**src/rtl/sleep_ctrl.sv**
```systemverilog
module sleep_ctrl #(
  parameter int NPER = 4,
  parameter int NGRP = 5,
  parameter int NOTH = 3
) (
  input  logic            clk,
  input  logic            rst_n,
  input  logic            sleep_pulse,
  input  logic            sleep_en,
  input  logic [1:0]      mode,
  input  logic            low_leak,
  input  logic [NPER-1:0] per_stby,
  input  logic            main_stby,
  input  logic            logic_stby,
  input  logic            rtc_stby,
  input  logic            pin_irq,
  input  logic            pin_async,
  input  logic            bod_irq,
  input  logic            rtc_cnt_irq,
  input  logic            rtc_pit_irq,
  input  logic            twi_irq,
  input  logic            logic_irq,
  input  logic [1:0]      logic_filt,
  input  logic [1:0]      logic_edge,
  input  logic [NGRP-1:0] grp_irq,
  input  logic [NOTH-1:0] oth_irq,
  output logic [1:0]      sleep_state,
  output logic            cpu_halt,
  output logic            wake,
  output logic [NPER-1:0] per_clk_en,
  output logic            main_clk_en,
  output logic            logic_clk_en,
  output logic            tmr_clk_en,
  output logic            rtc_cnt_en,
  output logic            rtc_pit_en,
  output logic            wdt_osc_en,
  output logic            bod_osc_en
);
  localparam logic [1:0] ST_ACT = 2'd0, ST_IDLE = 2'd1, ST_STBY = 2'd2, ST_PD = 2'd3;

  logic [1:0] st, st_nx, tgt;
  logic q_idle, q_stby, q_pd, q_tgt, q_cur, lut_async, go;

  assign lut_async = (logic_filt == 2'd0) && (logic_edge == 2'd0);

  assign q_idle = pin_irq | bod_irq | rtc_cnt_irq | rtc_pit_irq | twi_irq | logic_irq
                | (|grp_irq) | (|oth_irq);
  assign q_stby = pin_irq | bod_irq | rtc_pit_irq | (rtc_cnt_irq & rtc_stby) | twi_irq
                | logic_irq | (|grp_irq);
  assign q_pd   = bod_irq | rtc_pit_irq | (pin_irq & pin_async)
                | (~low_leak & (twi_irq | (logic_irq & lut_async)));

  assign tgt = (mode == 2'd1) ? ST_STBY : (mode == 2'd2) ? ST_PD : ST_IDLE;

  always_comb begin
    case (tgt)
      ST_STBY: q_tgt = q_stby;
      ST_PD:   q_tgt = q_pd;
      default: q_tgt = q_idle;
    endcase
    case (st)
      ST_IDLE: q_cur = q_idle;
      ST_STBY: q_cur = q_stby;
      ST_PD:   q_cur = q_pd;
      default: q_cur = 1'b0;
    endcase
  end

  assign wake = (st != ST_ACT) && q_cur;
  assign go   = (st == ST_ACT) && sleep_pulse && sleep_en && !q_tgt;

  always_comb begin
    st_nx = st;
    if (go)        st_nx = tgt;
    else if (wake) st_nx = ST_ACT;
  end

  always_ff @(posedge clk or negedge rst_n)
    if (!rst_n) st <= ST_ACT;
    else        st <= st_nx;

  assign sleep_state  = st;
  assign cpu_halt     = (st != ST_ACT);
  assign per_clk_en   = (st == ST_PD) ? '0 : (st == ST_STBY) ? per_stby : '1;
  assign main_clk_en  = (st == ST_PD) ? 1'b0 : (st == ST_STBY) ? main_stby : 1'b1;
  assign logic_clk_en = (st == ST_PD) ? 1'b0 : (st == ST_STBY) ? logic_stby : 1'b1;
  assign rtc_cnt_en   = (st == ST_PD) ? 1'b0 : (st == ST_STBY) ? rtc_stby : 1'b1;
  assign tmr_clk_en   = (st == ST_ACT) || (st == ST_IDLE);
  assign rtc_pit_en   = 1'b1;
  assign wdt_osc_en   = 1'b1;
  assign bod_osc_en   = 1'b1;

  AST_SLEEP_ENTRY: assert property (@(posedge clk) disable iff (!rst_n)
    (sleep_state == ST_ACT && sleep_pulse && sleep_en && !wake && mode == 2'd2 && !q_pd)
    |=> sleep_state == ST_PD);
  AST_NO_SLEEP_WITHOUT_EN: assert property (@(posedge clk) disable iff (!rst_n)
    (sleep_state == ST_ACT && !sleep_en) |=> sleep_state == ST_ACT);
  AST_WAKE_RETURNS: assert property (@(posedge clk) disable iff (!rst_n)
    wake |=> (sleep_state == ST_ACT && !cpu_halt && main_clk_en && (&per_clk_en)));
  AST_PD_GATED: assert property (@(posedge clk) disable iff (!rst_n)
    (sleep_state == ST_PD) |-> (per_clk_en == '0 && !main_clk_en && !tmr_clk_en));
  AST_PENDING_BLOCKS: assert property (@(posedge clk) disable iff (!rst_n)
    (sleep_state == ST_ACT && sleep_pulse && sleep_en && mode != 2'd1 && mode != 2'd2
     && (|oth_irq)) |=> sleep_state == ST_ACT);
  AST_LEAK_BLOCKS_TWI: assert property (@(posedge clk) disable iff (!rst_n)
    (sleep_state == ST_PD && low_leak && twi_irq && !bod_irq && !rtc_pit_irq
     && !(pin_irq && pin_async)) |=> sleep_state == ST_PD);
endmodule

```
**config.mk**
```make
export PLATFORM = sky130hd
export DESIGN_NAME = sleep_ctrl
export DESIGN_NICKNAME = d
export VERILOG_FILES = /design/src/rtl/sleep_ctrl.sv
export SDC_FILE = /design/constraint.sdc
export NUM_CORES = 1
export LEC_CHECK = 0
export ABC_AREA = 1
export BUFFER_PORTS_ARGS = -buffer_cell sky130_fd_sc_hd__buf_2
export CORE_UTILIZATION = 32
export CTS_BUF_LIST = sky130_fd_sc_hd__clkbuf_4 sky130_fd_sc_hd__clkbuf_8 sky130_fd_sc_hd__clkbuf_16
export DETAILED_ROUTE_END_ITERATION = 8
export PLACE_DENSITY = 0.76
export SETUP_SLACK_MARGIN = 0.5
export SLEW_MARGIN = 20
export SYNTH_ARGS = -nofsm -noshare
export SYNTH_HDL_FRONTEND = slang
export SYNTH_SLANG_ARGS = --single-unit
```
**constraint.sdc**
```tcl
create_clock -name clk -period 1.5 [get_ports clk]
set_clock_uncertainty 0.05 [all_clocks]
set_input_delay 0.225 -clock clk [delete_from_list [all_inputs] [get_ports clk]]
set_output_delay 0.225 -clock clk [all_outputs]
set_load 0.1 [all_outputs]
```
**Yosys cells after proc, flatten, opt, wreduce, memory -nomap -nowiden**

Index checks and enable logic that the tools add are counted.

- Bitwise logic cells: 21
- Reductions and logical operators: 14
- Equality and inequality tests: 7
- Mux-type cells: 14

Operator list:

| operator | number |
|---|---|
| bitwise OR 1 bit | 16 |
| == test 2 bit (second input constant) | 5 |
| 2-to-1 mux 2 bit | 4 |
| 2-to-1 mux 4 bit | 2 |
| zero test 2 bit | 3 |
| 2-to-1 mux 1 bit | 6 |
| logical AND 1 bit | 5 |
| OR reduction 5 bit | 1 |
| AND 1 bit | 4 |
| == test 2 x 1 -> 1 bit (second input constant) | 2 |
| nonzero test 2 bit | 2 |
| one-hot mux 1 bit (3 select lines) | 1 |
| OR reduction 3 bit | 1 |
| one-hot mux 1 bit (2 select lines) | 1 |
| zero test 1 bit | 1 |
| logical OR 1 bit | 1 |
| NOT 1 bit | 1 |

- Logic and storage cells: 57
- Input port bits: 33
- Output and inout bits: 15
- Register bits after elaboration: 2

**Longest topological paths before layout**

Gate-level depths: netlist of run 1.

- Depth in word-level cells: 11
- Mapped depth: 11
- Gate-level depth less buffers: 11

**Least setup slack after synthesis of run 1**

Ideal clock, no wire load.

- Path type: reg2out
- Start point: register st[1], in the netlist sleep_state[1]
- End point: output wake
- Arrival: 2.467 ns
- Stages on the path, launching flop included: 6
- Path slack: -1.242 ns
- Required time: 1.225 ns
- Path buffers: 0
- Cell sequence: dfrtp_1 -> inv_1 -> nand2_1 -> a21oi_1 -> nor2_2 -> inv_1

- Cells in the longest elaborated chain, start to end: 3

RTL lines:

| element | RTL line | source |
|---|---|---|
| from (decl) | 41 | `logic [1:0] st, st_nx, tgt;` |
| from (signal assigned) | 80 | `else st <= st_nx;` |
| == test 2 bit / == test 2 x 1 -> 1 bit (equally long branches) | 61 | `case (st)` |
| one-hot mux 1 bit (3 select lines) | 61 |  |
| logical AND 1 bit * | 69 | `assign wake = (st != ST_ACT) && q_cur;` |
| to (decl) | 29 | `output logic wake,` |

Mark *: on every way between the ends. The rest lies on a longest branch, timed or not.

**Final worst setup path of run 1**

Ends and elaborated chain as after synthesis.

==> impl_metrics.toml, run 1 <==
[routing]
met3_wirelength_microns = 175
topRoutingLayerUsed = "met4"
avgRoutedWirePerCell_microns = 14.3
routed_via_density = 4.93
drcViolationCount = 0
dr.pass1.iters = 4
wl_met1_microns = 706
drt.antenna.violating_nets = 0
routed_vias = 755
drtIter0Drc = 11
finalWirelength_microns = 2190
met2WireLength_microns = 1190

[clock_network]
h-tree-depth = 1
cts-buffers-inserted = 3
cts_tree = "done"
cts-root-to-sink-buffers = 2
clkSinkCount = 2
clk_pin_slew_ps = 50
clock_insertion_delay_worst_skew_ps = 250
cell_at_the_root_of_the_clock_tree = "sky130_fd_sc_hd__clkbuf_4"

[logic_synthesis]
yosys.area_share.simple_pct = 55.6
synth.ff_latch_count = 2
post_synth_mux_area_share_pct = 0
seq_total_area_yosys_pct = 11.7
yosys_warnings = 0
post_synth_fa_ha_maj_area_fraction_pct = 8.77
synth_top_family_by_area = "simple AND/OR/NAND/NOR gates"
synthesis.instances = 82
post_synth_xor_area_fraction_pct = 0
synth_compound_gate_area_share_pct = 5.26
yosys.cell_types.count = 17
synth.avg_cell_area_sq_um = 5.22
synthesis.area_sq_um = 428

[die]
dieHeight_microns = 38.6
core_area_sq_um = 1170
fp-row-count = 12
fp.dieArea_sq_um = 1490
number_of_i_o_pins = 48
start_util_pct = 36.5
die_width_microns = 38.6

[cells_and_area]
area_of_combinational_cells_with_multiple_inputs_sq_um = 394
layout.core_utilization_pct = 90.9
final_common_cell = "sky130_fd_sc_hd__buf_2"
final.fill_count = 56
nNetsFinal = 176
area.sequential_sq_um = 57.6
final_layout_size_suffix_gt1_share_pct = 59.4
layout.cell_area.non_filler_sq_um = 1060
layout.cells.most_common_list = "sky130_fd_sc_hd__buf_2 (32), sky130_fd_sc_hd__nand2_1 (29), sky130_fd_sc_hd__buf_12 (13)"
synthToLayoutAreaGrowth_pct = 149
largest_register_ffs = 2

[setup_path]
critPathMostFrequentCell = "sky130_fd_sc_hd__nand2_1"
cp.arrival_ps = 1360
critical_path_class = "reg -> out"
setup.worst_path.start_class = "register"
timing.rr.end = "sleep_state[1]"
timing.rr.start = "sleep_state[1]"
worstSetupEndpointType = "output port"
timing.critical_path.slowest_stage_cell = "sky130_fd_sc_hd__dfrtp_4"
worstPathCellList = "nand2_1 > inv_1 > nand2_1 > nand2_1 > nor2_2 > inv_2 > buf_12"
worst-r2r-cell-count = 8
critical_path_peak_fanout = 6
critPathMaxStageDelay_ps = 520
ff2ff_setup_slack_ps = 20
critPathLaunch = "sleep_state[1]"
cp.required_ps = 1220

[grt]
globalRoute.totalOverflow = 0
vias_in_the_first_global_route = 684
globalRouteTotalUtil_pct = 28.1
antenna_found_initial = 0
grt_first_pass_wirelength_microns = 2760
grt_start_max_net_pins = 9

[timing]
hold_viol_final = 0
timing.final.crit_period_ps = 1640
finalWorstSetupSlack_ps = -137
rsz0062_at_grt = "true"
period_share_pct = 109
timing.final.max_slew_violations = 0
timing.hold.ws_ps = 274
fmax_ghz = 0.611
finalSetupViolations = 9

[power_and_ir_drop]
power_frac_clock_pct = 7.3
max-vdd-ir-drop_v = 0.00117
p_comb_share_pct = 86.8
power_density_nw_per_um2 = 1750
leakage_nw = 0.616
share_seq_of_total_power_pct = 5.9
power_switching_share_pct = 59.4
overall_power_mw = 1.87
power_switching_mw = 1.11
p_int_mw = 0.758

[placement]
globalplace.congestion = 0.772
place_area_sq_um = 905
dpl.hpwl_microns = 1180
i_o_buffers = 44
preCtsSetupSlack_ps = 47.8

[outcome]
failed_checks = "negative setup slack"
outcome = "complete, but fails checks"

[hold_path]
holdCritPathClass = "in -> async"

[job]
drv.max_cap_violation_count = 0
how the worst max path moves through the flow:
stage	to	slack, ps	cells after the start
final	wake	-140	7
after global routing	wake	-190	7
after CTS	wake	-120	7
after detailed placement	wake	50	10
after global placement	wake	70	10
after floorplan	wake	-680	5
stage by stage:
step / cells / setup TNS (ps)
6_report: 153 / -903
5_1_grt: 152 / -1230
4_1_cts: 148 / -660
3_5_place_dp: 140 / 0
3_3_place_gp: 140 / 0
2_1_floorplan: 84 / -1720
cell usage after synthesis, drive strengths merged:
cell type  number  area [sq um]
o21ai           1          8.76
nand3           6          30.0
nor2           11          51.3
nand2          37           139
conb            1          3.75
ha              3          37.5
inv            12          45.1
nor3            1          10.0
a21oi           2          13.8
clkinv          1          3.75
buf             4          27.5
dfrtp           2          50.1
nand3b          1          7.51
layout make-up:
cell class	count	area share [%]
timing repair buffer	55	48.2
multi-input combinational	65	37.0
sequential	2	5.41
inverter	13	5.41
clock buffer	3	2.12
tap	14	1.65
antenna	1	0.235
routing by layer:
layer  track usage (%)  up-vias
met4              19.0        0
met3              9.83       12
met2              54.2       53
met1              22.9      339
met5                 0        -
li1                  -      351
power groups by stage:
stage	Combinational (mW)	Sequential, mW	Clock (mW)
after CTS	1.54	0.108	0.138
after global placement	1.39	0.119	0
after global routing	1.67	0.111	0.148
after floorplan	0.845	0.193	0
final	1.62	0.109	0.137
after detailed placement	1.40	0.123	0
timing repair:
item,in CTS,in global routing
gates resized for setup,15,4
hold buffers,1,0
pin swaps,0,2
endpoints found under the setup margin,14,14
setup buffers,4,4
endpoints found under the hold margin,2,0
critical path: cells and delay by family, from the launching register on:
kind | cells | cell delay [ps]
buffers and inverters | 3 | 260
and+or+nand+nor | 4 | 330
DFF | 1 | 520
logic make-up after synthesis:
| logic type | count (synthesis) |
|---|---|
| flops | 2 |
| other cells | 1 |
| compound gates | 3 |
| fa+ha+maj | 3 |
| buf+inv | 17 |
| simple gates | 56 |
(Power assumes the default switching activity.)
==> inputs of run 2 (changes only) <==
--- a/config.mk
+++ b/config.mk
@@ -7,10 +7,11 @@
 export LEC_CHECK = 0
 export ABC_AREA = 1
 export BUFFER_PORTS_ARGS = -buffer_cell sky130_fd_sc_hd__buf_2
-export CORE_UTILIZATION = 32
+export CORE_AREA = 2 2 39 41
 export CTS_BUF_LIST = sky130_fd_sc_hd__clkbuf_4 sky130_fd_sc_hd__clkbuf_8 sky130_fd_sc_hd__clkbuf_16
 export DETAILED_ROUTE_END_ITERATION = 8
-export PLACE_DENSITY = 0.76
+export DIE_AREA = 0 0 41 43
+export PLACE_DENSITY = 0.77
 export SETUP_SLACK_MARGIN = 0.5
 export SLEW_MARGIN = 20
 export SYNTH_ARGS = -nofsm -noshare
==> constraint.sdc (replaced) <==
create_clock -name clk -period 2.05 [get_ports clk]
set_clock_uncertainty 0.05 [all_clocks]
set_input_delay 0.3075 -clock clk [delete_from_list [all_inputs] [get_ports clk]]
set_output_delay 0.3075 -clock clk [all_outputs]
set_load 0.1 [all_outputs]
==> impl_metrics.toml, run 2 (synthesized netlist as in run 1, its figures left out) <==
[cells_and_area]
final-instance-count-excl-fill = 153
layout.cells.most_common_list = "sky130_fd_sc_hd__buf_2 (35), sky130_fd_sc_hd__nand2_1 (27), sky130_fd_sc_hd__buf_12 (9)"
nNetsFinal = 175
largest_register_ffs = 2
num_antenna_cells = 0
final_layout_size_suffix_gt1_share_pct = 61.3
layout.core_utilization_pct = 71.5
final_common_cell = "sky130_fd_sc_hd__buf_2"
synthToLayoutAreaGrowth_pct = 131

[routing]
avgRoutedWirePerCell_microns = 10.5
drt.antenna.violating_nets = 0
drtIter0Drc = 5
finalWirelength_microns = 1610
routed_via_density = 4.50
routed_vias = 688
dr.pass1.iters = 4
drcViolationCount = 0

[grt]
vias_in_the_first_global_route = 663
antenna_found_initial = 0
globalRouteTotalUtil_pct = 20.2
grt_first_pass_wirelength_microns = 2430
globalRoute.totalOverflow = 0
grt_start_max_net_pins = 9

[clock_network]
cell_at_the_root_of_the_clock_tree = "sky130_fd_sc_hd__clkbuf_4"
clock_insertion_delay_worst_skew_ps = 240
cts_tree = "done"
clk_pin_slew_ps = 30
clkSinkCount = 2
cts-root-to-sink-buffers = 2
h-tree-depth = 1
cts-buffers-inserted = 3

[die]
core_area_sq_um = 1380
start_util_pct = 30.9
number_of_i_o_pins = 48
dieHeight_microns = 43
fp-row-count = 14
die_width_microns = 41
fp.dieArea_sq_um = 1760

[setup_path]
cp.required_ps = 1690
worstSetupEndpointType = "output port"
timing.rr.start = "sleep_state[1]"
ff2ff_setup_slack_ps = 460
critPathMaxStageDelay_ps = 510
setup.worst_path.start_class = "register"
timing.critical_path.slowest_stage_cell = "sky130_fd_sc_hd__dfrtp_4"
critical_path_peak_fanout = 6
critical_path_class = "reg -> out"
timing.rr.end = "sleep_state[1]"
cp.arrival_ps = 1360
worstPathCellList = "clkinvlp_4 > nand2_2 > a21oi_2 > nor2_2 > inv_2 > buf_12"
worst-r2r-cell-count = 10

[timing]
finalSetupViolations = 0
fin_setup_tns_ps = 0
timing.final.crit_period_ps = 1710
fmax_ghz = 0.583
timing.hold.ws_ps = 354
rsz0062_at_grt = "true"
hold_viol_final = 0
timing.final.max_slew_violations = 0
period_share_pct = 83.6

[outcome]
outcome = "finished clean"

[placement]
globalplace.congestion = 0.829
dpl.cell_count = 140
dpl.hpwl_microns = 1010
i_o_buffers = 44

[power_and_ir_drop]
power_density_nw_per_um2 = 1310
max-vdd-ir-drop_v = 0.000704
overall_power_mw = 1.30
leakage_nw = 0.587

[hold_path]
holdCritPathClass = "in -> async"

[job]
drv.max_cap_violation_count = 0
-- run 2: changes by cell type in the layout (fill, tap and decap cells not counted), moves of 2 or more --
cell / previous run / this run
sky130_fd_sc_hd__buf_2: 32 / 35
sky130_fd_sc_hd__buf_12: 13 / 9
sky130_fd_sc_hd__nand2_1: 29 / 27
sky130_fd_sc_hd__nand2_2: 0 / 3
sky130_fd_sc_hd__nor2_2: 4 / 6
-- run 2: report_power, final --
| group | internal, mW | total, mW | leakage (nW) | switching [mW] |
|---|---|---|---|---|
| Sequential | 0.0556 | 0.0811 | 0.0235 | 0.0255 |
| Clock | 0.0653 | 0.0956 | 0.0138 | 0.0304 |
| Combinational | 0.385 | 1.12 | 0.549 | 0.737 |
| Total | 0.506 | 1.30 | 0.587 | 0.793 |
-- run 2: final cells by class --
type                       instances  area, sq um
timing repair buffer              54          448
fill                             110          394
multi-input combinational         65          383
inverter                          13         58.8
sequential                         2         57.6
clock buffer                       3         22.5
tap                               16         20.0
-- run 2: how the worst max path moves through the flow --
stage,from,end
after global placement,bod_irq,wake
after detailed placement,bod_irq,wake
after floorplan,sleep_state[1],wake
after global routing,sleep_state[1],wake
final,sleep_state[1],wake
after CTS,sleep_state[0],wake
-- run 2: stage by stage --
stage / area (sq um) / worst slack [ps]
6_report: 990 / 336
5_1_grt: 990 / 307
4_1_cts: 955 / 373
3_5_place_dp: 734 / 376
3_3_place_gp: 734 / 407
2_1_floorplan: 507 / -215
-- run 2: repair_timing --
action | CTS | global route
buffers inserted | 8 | 1
endpoints found under the setup margin | 11 | 12
gates resized for setup | 35 | 8
endpoints found under the hold margin | 2 | 0
hold buffers | 1 | 0
pin swaps | 2 | 3
-- run 2: per-layer routing --
| layer | up-vias | part of all wire (%) | wire (microns) | GRT usage [%] |
|---|---|---|---|---|
| met5 | - | 0 | 0 | 0 |
| met4 | 0 | 2.1 | 33 | 12.0 |
| met3 | 4 | 7.0 | 112 | 3.14 |
| met2 | 38 | 57 | 922 | 36.6 |
| met1 | 295 | 33 | 537 | 19.2 |
| li1 | 351 | - | - | - |
-- run 2: critical path, delay by kind of cell (launching register included) --
kind / cells / cell delay [ps]
compound gates: 1 / 120
simple gates: 2 / 120
buf+inv: 3 / 360
flops: 1 / 510
==> inputs of run 3 (changes only) <==
--- a/config.mk
+++ b/config.mk
@@ -7,11 +7,10 @@
 export LEC_CHECK = 0
 export ABC_AREA = 1
 export BUFFER_PORTS_ARGS = -buffer_cell sky130_fd_sc_hd__buf_2
-export CORE_AREA = 2 2 39 41
+export CORE_UTILIZATION = 32
 export CTS_BUF_LIST = sky130_fd_sc_hd__clkbuf_4 sky130_fd_sc_hd__clkbuf_8 sky130_fd_sc_hd__clkbuf_16
 export DETAILED_ROUTE_END_ITERATION = 8
-export DIE_AREA = 0 0 41 43
-export PLACE_DENSITY = 0.77
+export PLACE_DENSITY = 0.76
 export SETUP_SLACK_MARGIN = 0.5
 export SLEW_MARGIN = 20
 export SYNTH_ARGS = -nofsm -noshare
==> constraint.sdc (replaced) <==
create_clock -name clk -period 1.8 [get_ports clk]
set_clock_uncertainty 0.05 [all_clocks]
set_input_delay 0.27 -clock clk [delete_from_list [all_inputs] [get_ports clk]]
set_output_delay 0.27 -clock clk [all_outputs]
set_load 0.1 [all_outputs]
==> impl_metrics.toml, run 3 (synthesized netlist as in run 1, its figures left out) <==
[timing]
period_share_pct = 91.5
hold_viol_final = 0
rsz0062_at_grt = "true"
timing.final.crit_period_ps = 1650
finalSetupViolations = 0
timing.final.max_slew_violations = 0
fmax_ghz = 0.607
fin_setup_tns_ps = 0

[power_and_ir_drop]
max-vdd-ir-drop_v = 0.00106
leakage_nw = 0.613
power_density_nw_per_um2 = 1460

[setup_path]
cp.arrival_ps = 1330
worstPathCellList = "clkinvlp_4 > nand2_1 > a21oi_2 > nor2_2 > inv_2 > buf_12"
worstSetupEndpointType = "output port"
timing.rr.end = "sleep_state[1]"
timing.critical_path.slowest_stage_cell = "sky130_fd_sc_hd__dfrtp_4"
timing.rr.start = "sleep_state[1]"
worst-r2r-cell-count = 7
ff2ff_setup_slack_ps = 340
setup.worst_path.start_class = "register"
critPathMaxStageDelay_ps = 500
cp.required_ps = 1480
critical_path_class = "reg -> out"
critical_path_peak_fanout = 5

[routing]
dr.pass1.iters = 4
finalWirelength_microns = 2060
avgRoutedWirePerCell_microns = 13.6
drtIter0Drc = 21
routed_via_density = 4.97
drcViolationCount = 0
drt.antenna.violating_nets = 0
routed_vias = 756

[die]
fp.dieArea_sq_um = 1490
core_area_sq_um = 1170
number_of_i_o_pins = 48
fp-row-count = 12
dieHeight_microns = 38.6
die_width_microns = 38.6
start_util_pct = 36.5

[cells_and_area]
layout.cells.most_common_list = "sky130_fd_sc_hd__buf_2 (32), sky130_fd_sc_hd__nand2_1 (27), sky130_fd_sc_hd__buf_12 (13)"
final_common_cell = "sky130_fd_sc_hd__buf_2"
final.fill_count = 54
area_of_combinational_cells_with_multiple_inputs_sq_um = 399
area.sequential_sq_um = 57.6
largest_register_ffs = 2
synthToLayoutAreaGrowth_pct = 147
final_layout_size_suffix_gt1_share_pct = 59.4
layout.cell_area.non_filler_sq_um = 1060
num_antenna_cells = 0
nNetsFinal = 176

[grt]
globalRoute.totalOverflow = 0
antenna_found_initial = 0
grt_most_used_layer = "met2"
grt.met3_usage_pct = 2.31
grt_use_met1_pct = 26.6
grt_start_max_net_pins = 9
grt_first_pass_wirelength_microns = 2790
met2_track_usage_gr_pct = 55.4
vias_in_the_first_global_route = 675
globalRouteTotalUtil_pct = 27.2

[placement]
place_area_sq_um = 792
i_o_buffers = 44
dpl.hpwl_microns = 984
globalplace.congestion = 0.737

[job]
drv.max_cap_violation_count = 0

[clock_network]
cts-buffers-inserted = 3
clkSinkCount = 2
h-tree-depth = 1
clk_pin_slew_ps = 30
cts_tree = "done"
cell_at_the_root_of_the_clock_tree = "sky130_fd_sc_hd__clkbuf_4"
clock_insertion_delay_worst_skew_ps = 230
cts-root-to-sink-buffers = 2

[outcome]
outcome = "finished clean"

[hold_path]
holdCritPathClass = "in -> async"
run 3: routing by layer:
metal,share of wire [%],vias to the layer above
met4,3.7,0
met3,4.1,8
met5,0,-
met1,37,355
met2,55,40
li1,-,353
run 3: cell type report:
| class | count | area share [%] |
|---|---|---|
| Inverter | 13 | 5.45 |
| Multi-Input combinational cell | 65 | 37.8 |
| Clock buffer | 3 | 2.13 |
| Sequential cell | 2 | 5.45 |
| Timing Repair Buffer | 55 | 47.5 |
| Tap cell | 14 | 1.66 |
run 3: timing repair:
action                                  CTS  global route
buffers inserted                          7             2
endpoints found under the setup margin   14            14
pin swaps                                 0             1
gates resized for setup                  39             5
hold buffers                              1             0
hold endpoints to repair                  2             0
run 3: worst max path at each step:
stage	end	slack, ps	start
detailed placement	wake	200	bod_irq
global placement	wake	240	bod_irq
floorplan	wake	-430	sleep_state[1]
global route	wake	110	grp_irq[3]
CTS	wake	180	sleep_state[0]
finish	wake	150	sleep_state[1]
run 3: where the power goes:
group,switching (mW),internal (mW),total (mW)
combinational,0.864,0.495,1.36
sequential,0.0210,0.0633,0.0842
clock,0.0291,0.0738,0.103
run 3: metrics by stage:
step / hold WS [ps] / setup slack [ps] / util [%] / std cells / total power, mW
3_5_place_dp: 5.36 / 203 / 67.6 / 139 / 1.12
4_1_cts: 322 / 183 / 87.2 / 150 / 1.50
2_1_floorplan: -75.6 / -428 / - / 84 / 0.864
6_report: 339 / 153 / 90.2 / 152 / 1.55
5_1_grt: 341 / 114 / 90.2 / 152 / 1.59
3_3_place_gp: 5.27 / 236 / 67.6 / 139 / 1.11
run 3: critical path: cells and delay by family, from the launching register on:
family | cells | cell delay (ps)
buffers and inverters | 3 | 330
DFF | 1 | 500
and+or+nand+nor | 2 | 140
AOI/OAI and AO/OA | 1 | 130
